<file path="src/rtl/wbc_pkg.sv">
package wbc_pkg;

    // Write-back controller states
    typedef enum logic [0:0] {
        WB_IDLE  = 1'b0,
        WB_ISSUE = 1'b1
    } wb_state_e;

    localparam int unsigned WBC_DESC_BYTES = 16;
    localparam int unsigned WBC_LINE_BYTES = 64;

endpackage

</file>
<file path="src/rtl/wbc_pend_ctr.sv">
module wbc_pend_ctr #(
    parameter int unsigned CNT_W = 6
) (
    input  logic             clk,
    input  logic             rst_n,
    input  logic             add_i,
    input  logic             sub_en_i,
    input  logic [CNT_W-1:0] sub_val_i,
    output logic [CNT_W-1:0] cnt_o,
    output logic             full_o
);

    localparam logic [CNT_W-1:0] CNT_MAX = {CNT_W{1'b1}};

    logic [CNT_W-1:0] cnt_q;
    logic [CNT_W-1:0] cnt_d;

    // Burst size never exceeds the count it was taken from, and the add is
    // gated at the top when full, so modular arithmetic stays in range.
    always_comb begin
        cnt_d = cnt_q + CNT_W'(add_i) - (sub_en_i ? sub_val_i : '0);
    end

    always_ff @(posedge clk) begin
        if (!rst_n) cnt_q <= '0;
        else        cnt_q <= cnt_d;
    end

    assign cnt_o  = cnt_q;
    assign full_o = (cnt_q == CNT_MAX);

endmodule

</file>
<file path="src/rtl/wbc_trigger.sv">
module wbc_trigger #(
    parameter int unsigned CNT_W      = 6,
    parameter int unsigned TH_W       = 6,
    parameter int unsigned LINE_SHIFT = 2
) (
    input  logic [CNT_W-1:0] cnt_i,
    input  logic [TH_W-1:0]  thresh_i,
    input  logic             gran_desc_i,
    input  logic             flush_i,
    output logic             fire_o,
    output logic [CNT_W-1:0] burst_o
);

    localparam int unsigned LINE_W = TH_W + LINE_SHIFT;
    localparam int unsigned CMP_W  = ((LINE_W > CNT_W) ? LINE_W : CNT_W) + 1;

    logic [CMP_W-1:0] cnt_x;
    logic [CMP_W-1:0] th_x;
    logic [CMP_W-1:0] line_lim;
    logic             has_pend;
    logic             is_full;
    logic             thr_zero;
    logic             desc_hit;
    logic             line_hit;

    always_comb begin
        cnt_x    = CMP_W'(cnt_i);
        th_x     = CMP_W'(thresh_i);
        line_lim = th_x << LINE_SHIFT;
        has_pend = (cnt_i != '0);
        is_full  = (cnt_i == {CNT_W{1'b1}});
        thr_zero = (thresh_i == '0);
        desc_hit = (cnt_x > th_x);
        line_hit = (cnt_x >= line_lim);

        fire_o = has_pend &&
                 (flush_i || is_full || thr_zero ||
                  (gran_desc_i ? desc_hit : line_hit));

        if (thr_zero && !flush_i && !is_full) burst_o = CNT_W'(1);
        else                                  burst_o = cnt_i;
    end

endmodule

</file>
<file path="src/rtl/wbc_fsm.sv">
module wbc_fsm
    import wbc_pkg::*;
#(
    parameter int unsigned CNT_W = 6
) (
    input  logic             clk,
    input  logic             rst_n,
    input  logic             fire_i,
    input  logic [CNT_W-1:0] burst_i,
    input  logic             ack_i,
    input  logic             flush_i,
    output logic             req_o,
    output logic [CNT_W-1:0] burst_o,
    output logic             flush_any_o
);

    wb_state_e        state_q;
    wb_state_e        state_d;
    logic [CNT_W-1:0] burst_q;
    logic             flush_q;

    // State register
    always_ff @(posedge clk) begin
        if (!rst_n) state_q <= WB_IDLE;
        else        state_q <= state_d;
    end

    // Transitions: launch, hold, retire
    always_comb begin
        state_d = state_q;
        unique case (state_q)
            WB_IDLE:  if (fire_i) state_d = WB_ISSUE;
            WB_ISSUE: if (ack_i)  state_d = WB_IDLE;
            default:              state_d = WB_IDLE;
        endcase
    end

    // Burst size captured at launch; flush remembered across an active request
    always_ff @(posedge clk) begin
        if (!rst_n) begin
            burst_q <= '0;
            flush_q <= 1'b0;
        end else begin
            if (state_q == WB_IDLE && fire_i) burst_q <= burst_i;
            flush_q <= (state_q == WB_ISSUE) ? (flush_q | flush_i) : 1'b0;
        end
    end

    // Outputs
    always_comb begin
        req_o       = (state_q == WB_ISSUE);
        burst_o     = burst_q;
        flush_any_o = flush_i | flush_q;
    end

    assert_req_held_R6: assert property (@(posedge clk) disable iff (!rst_n)
        (req_o && !ack_i) |=> (req_o && $stable(burst_o)));

    assert_single_out_R6: assert property (@(posedge clk) disable iff (!rst_n)
        (req_o && ack_i) |=> !req_o);

endmodule

</file>
<file path="src/rtl/wb_coalesce_ctrl.sv">
module wb_coalesce_ctrl #(
    parameter int unsigned CNT_W      = 6,
    parameter int unsigned TH_W       = 6,
    parameter int unsigned DESC_BYTES = wbc_pkg::WBC_DESC_BYTES,
    parameter int unsigned LINE_BYTES = wbc_pkg::WBC_LINE_BYTES
) (
    input  logic             clk,
    input  logic             rst_n,
    input  logic             desc_done_i,
    output logic             desc_ready_o,
    input  logic [TH_W-1:0]  thresh_i,
    input  logic             gran_desc_i,
    input  logic             flush_i,
    output logic             wb_req_o,
    output logic [CNT_W-1:0] wb_cnt_o,
    input  logic             wb_ack_i,
    output logic [CNT_W-1:0] pend_cnt_o
);

    localparam int unsigned DESC_PER_LINE = LINE_BYTES / DESC_BYTES;
    localparam int unsigned LINE_SHIFT    = $clog2(DESC_PER_LINE);
    localparam logic [CNT_W-1:0] CNT_MAX  = {CNT_W{1'b1}};

    logic             full;
    logic             accept;
    logic             retire;
    logic             fire;
    logic             flush_any;
    logic [CNT_W-1:0] pend;
    logic [CNT_W-1:0] burst_sel;

    assign desc_ready_o = !full;
    assign accept       = desc_done_i && !full;
    assign retire       = wb_req_o && wb_ack_i;
    assign pend_cnt_o   = pend;

    wbc_pend_ctr #(.CNT_W(CNT_W)) u_ctr (
        .clk       (clk),
        .rst_n     (rst_n),
        .add_i     (accept),
        .sub_en_i  (retire),
        .sub_val_i (wb_cnt_o),
        .cnt_o     (pend),
        .full_o    (full)
    );

    wbc_trigger #(
        .CNT_W      (CNT_W),
        .TH_W       (TH_W),
        .LINE_SHIFT (LINE_SHIFT)
    ) u_trig (
        .cnt_i       (pend),
        .thresh_i    (thresh_i),
        .gran_desc_i (gran_desc_i),
        .flush_i     (flush_any),
        .fire_o      (fire),
        .burst_o     (burst_sel)
    );

    wbc_fsm #(.CNT_W(CNT_W)) u_fsm (
        .clk         (clk),
        .rst_n       (rst_n),
        .fire_i      (fire),
        .burst_i     (burst_sel),
        .ack_i       (wb_ack_i),
        .flush_i     (flush_i),
        .req_o       (wb_req_o),
        .burst_o     (wb_cnt_o),
        .flush_any_o (flush_any)
    );

    assert_ack_drain_R7: assert property (@(posedge clk) disable iff (!rst_n)
        retire |=> (pend == $past(pend) - $past(wb_cnt_o) + CNT_W'($past(accept))));

    assert_burst_bounded_R2: assert property (@(posedge clk) disable iff (!rst_n)
        wb_req_o |-> (wb_cnt_o != '0 && wb_cnt_o <= pend));

    assert_desc_strict_R2: assert property (@(posedge clk) disable iff (!rst_n)
        ($rose(wb_req_o) && $past(gran_desc_i) && $past(thresh_i) != '0) |->
        (CNT_W'($past(pend)) > CNT_W'($past(thresh_i)) || $past(flush_any) ||
         $past(pend) == CNT_MAX));

    assert_zero_single_R4: assert property (@(posedge clk) disable iff (!rst_n)
        ($rose(wb_req_o) && $past(thresh_i) == '0 && !$past(flush_any)) |->
        (wb_cnt_o == CNT_W'(1)));

    assert_full_drop_R8: assert property (@(posedge clk) disable iff (!rst_n)
        (full && !retire) |=> (pend == CNT_MAX));

endmodule

</file>
<file path="config.mk">
export PLATFORM = sky130hd
export DESIGN_NAME = wb_coalesce_ctrl
export DESIGN_NICKNAME = d
export VERILOG_FILES = /design/src/rtl/wbc_pkg.sv /design/src/rtl/wbc_pend_ctr.sv /design/src/rtl/wbc_trigger.sv /design/src/rtl/wbc_fsm.sv /design/src/rtl/wb_coalesce_ctrl.sv
export SDC_FILE = /design/constraint.sdc
export NUM_CORES = 1
export LEC_CHECK = 0
export BUFFER_PORTS_ARGS = -buffer_cell sky130_fd_sc_hd__clkbuf_2
export CAP_MARGIN = 20
export CORE_MARGIN = 10
export CORE_UTILIZATION = 30
export DETAILED_ROUTE_END_ITERATION = 8
export PLACE_DENSITY = 0.55
export SYNTH_ARGS = -nofsm -noshare
export SYNTH_HDL_FRONTEND = slang
export SYNTH_HIERARCHICAL = 1
export SYNTH_SLANG_ARGS = --single-unit
</file>
<file path="constraint.sdc">
create_clock -name clk -period 3 [get_ports clk]
set_input_delay 0.45 -clock clk [delete_from_list [all_inputs] [get_ports clk]]
set_output_delay 0.45 -clock clk [all_outputs]
set_load 0.005 [all_outputs]
</file>
After elaboration in Yosys (flattened, before gate mapping):

Cells that the tools add are included.

* register bits after elaboration: 14
* output and inout port bits: 14
* logic and storage cells: 31

* reductions and logical operators: 14
* $add $sub $neg: 2
* equality and inequality tests: 1
* order comparisons: 2
* multiplexer cells: 6
* bitwise logic cells: 2

Operators with widths (count)
* $mux W6: 2
* $ge A6 B8 Y1: 1
* $add A6 B1 Y6: 1
* $eq A6 B6 Y1 const B: 1
* $gt A6 B6 Y1: 1
* $logic_and A1 B1 Y1: 6
* $logic_not A6 Y1: 1
* $reduce_bool A6 Y1: 1
* $sub A6 B6 Y6: 1
* $logic_or A1 B1 Y1: 3
* $mux W1: 3
* $logic_not A1 Y1: 2
* $pmux W1 S2: 1
* $reduce_and A2 Y1: 1
* $not A1 Y1: 1
* $or A1 B1 Y1: 1

Logic depth before layout (Yosys ltp):

* depth after elaboration: 7
* mapped depth: 10
* depth with buffers taken out: 10

Modules after synthesis:

The synthesis kept the hierarchy.

Modules (own cells, without submodules)
* wbc_pend_ctr: cells each 51, area each 460.4 µm², instances 1
* wbc_trigger: cells each 52, area each 362.8 µm², instances 1
* wbc_fsm: cells each 33, area each 320.3 µm², instances 1
* wb_coalesce_ctrl: cells each 3, area each 16.3 µm², instances 1

Worst setup path after synthesis:

Ideal clock, no wire load.

* kind: input-to-reg
* from: input port wb_ack_i
* to: register u_ctr.cnt_q[4] (netlist: u_ctr/cnt_o[4])
* data arrival time: 2.179 ns
* path slack: 0.706 ns
* stages on the path: 10
* data required time: 2.886 ns
* buffers on the path: 0
* cell sequence: and2_1 and2_1 ha_1 inv_1 ha_1 fa_1 a21o_1 a21oi_1 xor2_1 nor2_1

* word-level cells in the longest chain between the ends: 3

Ends and longest elaborated chain
* from (decl): line wb_coalesce_ctrl.sv:16 `input logic wb_ack_i,`
* $logic_and A1 B1 Y1: line wb_coalesce_ctrl.sv:34 `assign retire = wb_req_o && wb_ack_i;`
* $mux W6: line wbc_pend_ctr.sv:21 `cnt_d = cnt_q + CNT_W'(add_i) - (sub_en_i ? sub_val_i : '0);`
* $sub A6 B6 Y6: line wbc_pend_ctr.sv:21
* to (signal assigned): line wbc_pend_ctr.sv:26 `else cnt_q <= cnt_d;`
* to (decl): line wbc_pend_ctr.sv:15 `logic [CNT_W-1:0] cnt_q;`

Every way passes these cells.
A chain may end at the register's enable or synchronous reset.

Worst setup path in the final report:

* from: register u_ctr.cnt_q[2] (netlist: u_ctr/cnt_o[2])
* to: register u_fsm.state_q (netlist: u_fsm/req_o)

* word-level cells in the longest chain between the ends: 7

Ends and longest elaborated chain
* parallel branches: the longest is 4 deep, another holds $ge A6 B8 Y1
* $logic_and A1 B1 Y1 (*): line wbc_trigger.sv:36 `fire_o = has_pend &&`
* named net fire: line wb_coalesce_ctrl.sv:27 `logic fire;`
* $mux W1 (*): line wbc_fsm.sv:32 `WB_IDLE: if (fire_i) state_d = WB_ISSUE;`
* $pmux W1 S2 (*): line wbc_fsm.sv:31 `unique case (state_q)`
* to (signal assigned): line wbc_fsm.sv:25 `else state_q <= state_d;`
* to (decl): line wbc_fsm.sv:17 `wb_state_e state_q;`

Mark *: on every way through the listed nets, which the timed path passes.

==> metrics <==
Worst Path Max Fanout 7; Vias/cell just under 5; cts bufs inserted 3; clock-pin slew of the registers on the worst-case setup and hold paths about 0.06 ns; die span in y a little over 80 um; Worst slew margin 0.732; Worst-Margin Slew ~0.4 ns; Setup TNS 0 ns; WL/cell between 10 and 15 um; Hold Path Origin u_fsm/burst_o[4]; CP max stage delay 0.48 ns; area grow syn2layout 18.9%; area leader, netlist dfxtp_1; hold crit path type reg -> reg; CTS Root Cell clkbuf_8; P_leak roughly 0.67 nW; Storage cell area between 200 and 300 um^2; multi-input logic area 808 um^2; drt total wl between 2 and 3 mm; Worst Path Arrival 2.57 ns; flop2flop setup slack about 0.57 ns; Final Setup Violations 0; GRT overflow 0; Core Region 3690 um^2; initial antenna violation count 0; main area contributors after synthesis dfxtp_1, ha_1, nand2_1, mux2i_1, nor2b_1; CP endpoint kind flip-flop; CTS tree built; crit-path cells inv_1 -> ha_1 -> nor4bb_1 -> o311a_1 -> a2111oi_1 -> a21oi_1 -> nor2b_1 -> buf_4 -> o21a_1; Hold-fix buffers, CTS 0; htree depth 1; Final Hold Viols 0; boundary pin count 26; Tot GR Track Use 0.0890; Yosys cell types 33; syn_nets between 150 and 200; Max VDD drop 0.235 mV; PortBufs 25; WHS Endpoint u_fsm/burst_o[4]; Resized cells post-CTS 0; DP Wirelength 2.38 mm; first-pass GRT wire length ~4.9 mm; WP data required around 3.1 ns; Syn Area/Cell 8.34 um^2; CTS max path bufs 2; max-cap violations 0; period utilization 0.810; Hold Path Depth 2; crit path launch type flip-flop; drt initial violations 31; vias in the first global route ~1.1k; FP Rows 22; top cell type's share of synthesized area 0.242; reg2reg end u_fsm/req_o; clk sinks 14; share of layout cells above drive strength 1 0.198; initial core utilization 0.314; synthesized cell area between 1000 and 1500 um^2; Chip Width 82.2 um; GPL Wtd Cong between 0.7 and 0.8; total die area 6750 um^2; Yosys warnings 6; worst r2r path cells 9; RSZ-0062 raised after global routing false; outcome completed; Crit-path slowest cell dfxtp_1; Post-Syn Instances roughly 140; reg-to-reg critical path startpoint u_ctr/cnt_o[2]; Setup Skew around 0.0022 ns; DR vias between 1k and 1.5k; largest net degree at the start of global routing 20; DP Area about 1300 um^2; Achievable Freq between 400 and 500 MHz; Clk Latency, worst-skew pair 0.24 ns; Slew Viols, Final 0; DRC 0; fin crit period between 2 and 2.5 ns; sequential share of the synthesized area 0.242; Post-CTS Setup Inserts 0; Ant. Diodes 0; layout net count about 200; Fill cells between 300 and 400; Yosys reg bits 14; Hold Slack 0.482 ns; worst setup path category reg -> reg; Post-DRT Antenna Nets 0; DRT Pass-1 Iters 4; Pwr Density 706 nW/um^2; post-route cell area about 1400 um^2
synth_stat cells:
master      n
nor4bb_1    1
mux2i_1     6
o21bai_1    2
o21a_1      2
a21boi_0    1
and3_2      1
nand2b_1    1
inv_1      13
o31ai_1     1
nand2_1    21
a211oi_1    1
a2111oi_1   1
nand3_1     2
a211oi_2    1
nand4_1     3
a2111o_1    1
buf_6       2
and2_1      5
xnor2_1     2
or4_2       1
fa_1        1
xor2_1      2
a21o_1      3
dfxtp_1    14
o21ai_0     3
and3_1      1
ha_1       20
or2_1       2
nor2_1      9
nor2b_1     8
nor3_1      2
o311a_1     1
a21oi_1     5
flip-flops by register name, indices dropped and copies added (netlist names):
name	flops
u_fsm/req_o	1
u_fsm/burst_o	6
u_fsm/flush_q	1
u_ctr/cnt_o	6
cell type report:
| type | count | share of cell area |
|---|---|---|
| multi-input cells | 110 | 0.586 |
| clock buffers | 3 | 0.0299 |
| inverters | 13 | 0.0354 |
| well taps | 48 | 0.0436 |
| repair buffers | 27 | 0.102 |
| flip-flops and latches | 14 | 0.203 |
metrics by stage:
stage	setup slack [ns]	cells	util	power, W
floorplan	0.706	139	-	0.000672
global route	0.347	215	0.374	0.00109
detailed placement	0.475	212	0.363	0.000831
finish	0.569	215	0.374	0.000974
global placement	0.524	212	0.363	0.000814
CTS	0.562	215	0.374	0.000991
metal layers:
layer / track usage / share of wire / wire, um
met3: 0.0259 / 0.087 / 248
met1: 0.109 / 0.47 / 1330
met2: 0.145 / 0.44 / 1250
met5: 0 / 0 / 0
met4: 0.0289 / 0.0035 / 10
power breakdown:
| group | total, W | switching [W] | internal, W | leakage, nW |
|---|---|---|---|---|
| Combinational | 0.000519 | 0.000260 | 0.000260 | 0.533 |
| Clock | 0.000153 | 0.0000637 | 0.0000888 | 0.0216 |
| Sequential | 0.000302 | 0.0000672 | 0.000235 | 0.115 |
| Total | 0.000974 | 0.000391 | 0.000583 | 0.669 |
cell usage in the layout, fill, tap and decap left out, types with 5 or more instances in the layout:
cell type  Yosys  layout
clkbuf_2       0      25
nand2_1       21      21
ha_1          20      20
dfxtp_1       14      14
inv_1         13      13
nor2_1         9       9
nor2b_1        8       8
mux2i_1        6       6
and2_1         5       5
a21oi_1        5       5
cell families after synthesis:
kind of cell / count (synthesis) / synth area share
buf+inv: 15 / 0.0615
simple gates: 57 / 0.245
compound gates: 22 / 0.137
fa+ha+maj: 21 / 0.233
flops: 14 / 0.242
xor+xnor: 4 / 0.0302
mux: 6 / 0.0518
worst max path at each step:
stage	startpoint	end	depth (start not counted)
floorplan	wb_ack_i	u_ctr/cnt_o[4]	10
global placement	wb_ack_i	u_ctr/cnt_o[4]	11
detailed placement	wb_ack_i	u_ctr/cnt_o[4]	11
CTS	u_ctr/cnt_o[2]	u_fsm/req_o	9
global route	u_ctr/cnt_o[2]	u_fsm/req_o	9
finish	u_ctr/cnt_o[2]	u_fsm/req_o	9
worst max-delay path: cells and delay by family (launching register included):
kind	cells	cell delay, ns
AND/OR/NAND/NOR	2	0.28
AO/OA/AOI/OAI	4	1.01
flip-flops	1	0.48
adder cells (fa/ha/maj)	1	0.27
buffers and inverters	2	0.27
No activity file was read; power rests on OpenSTA's default activity.
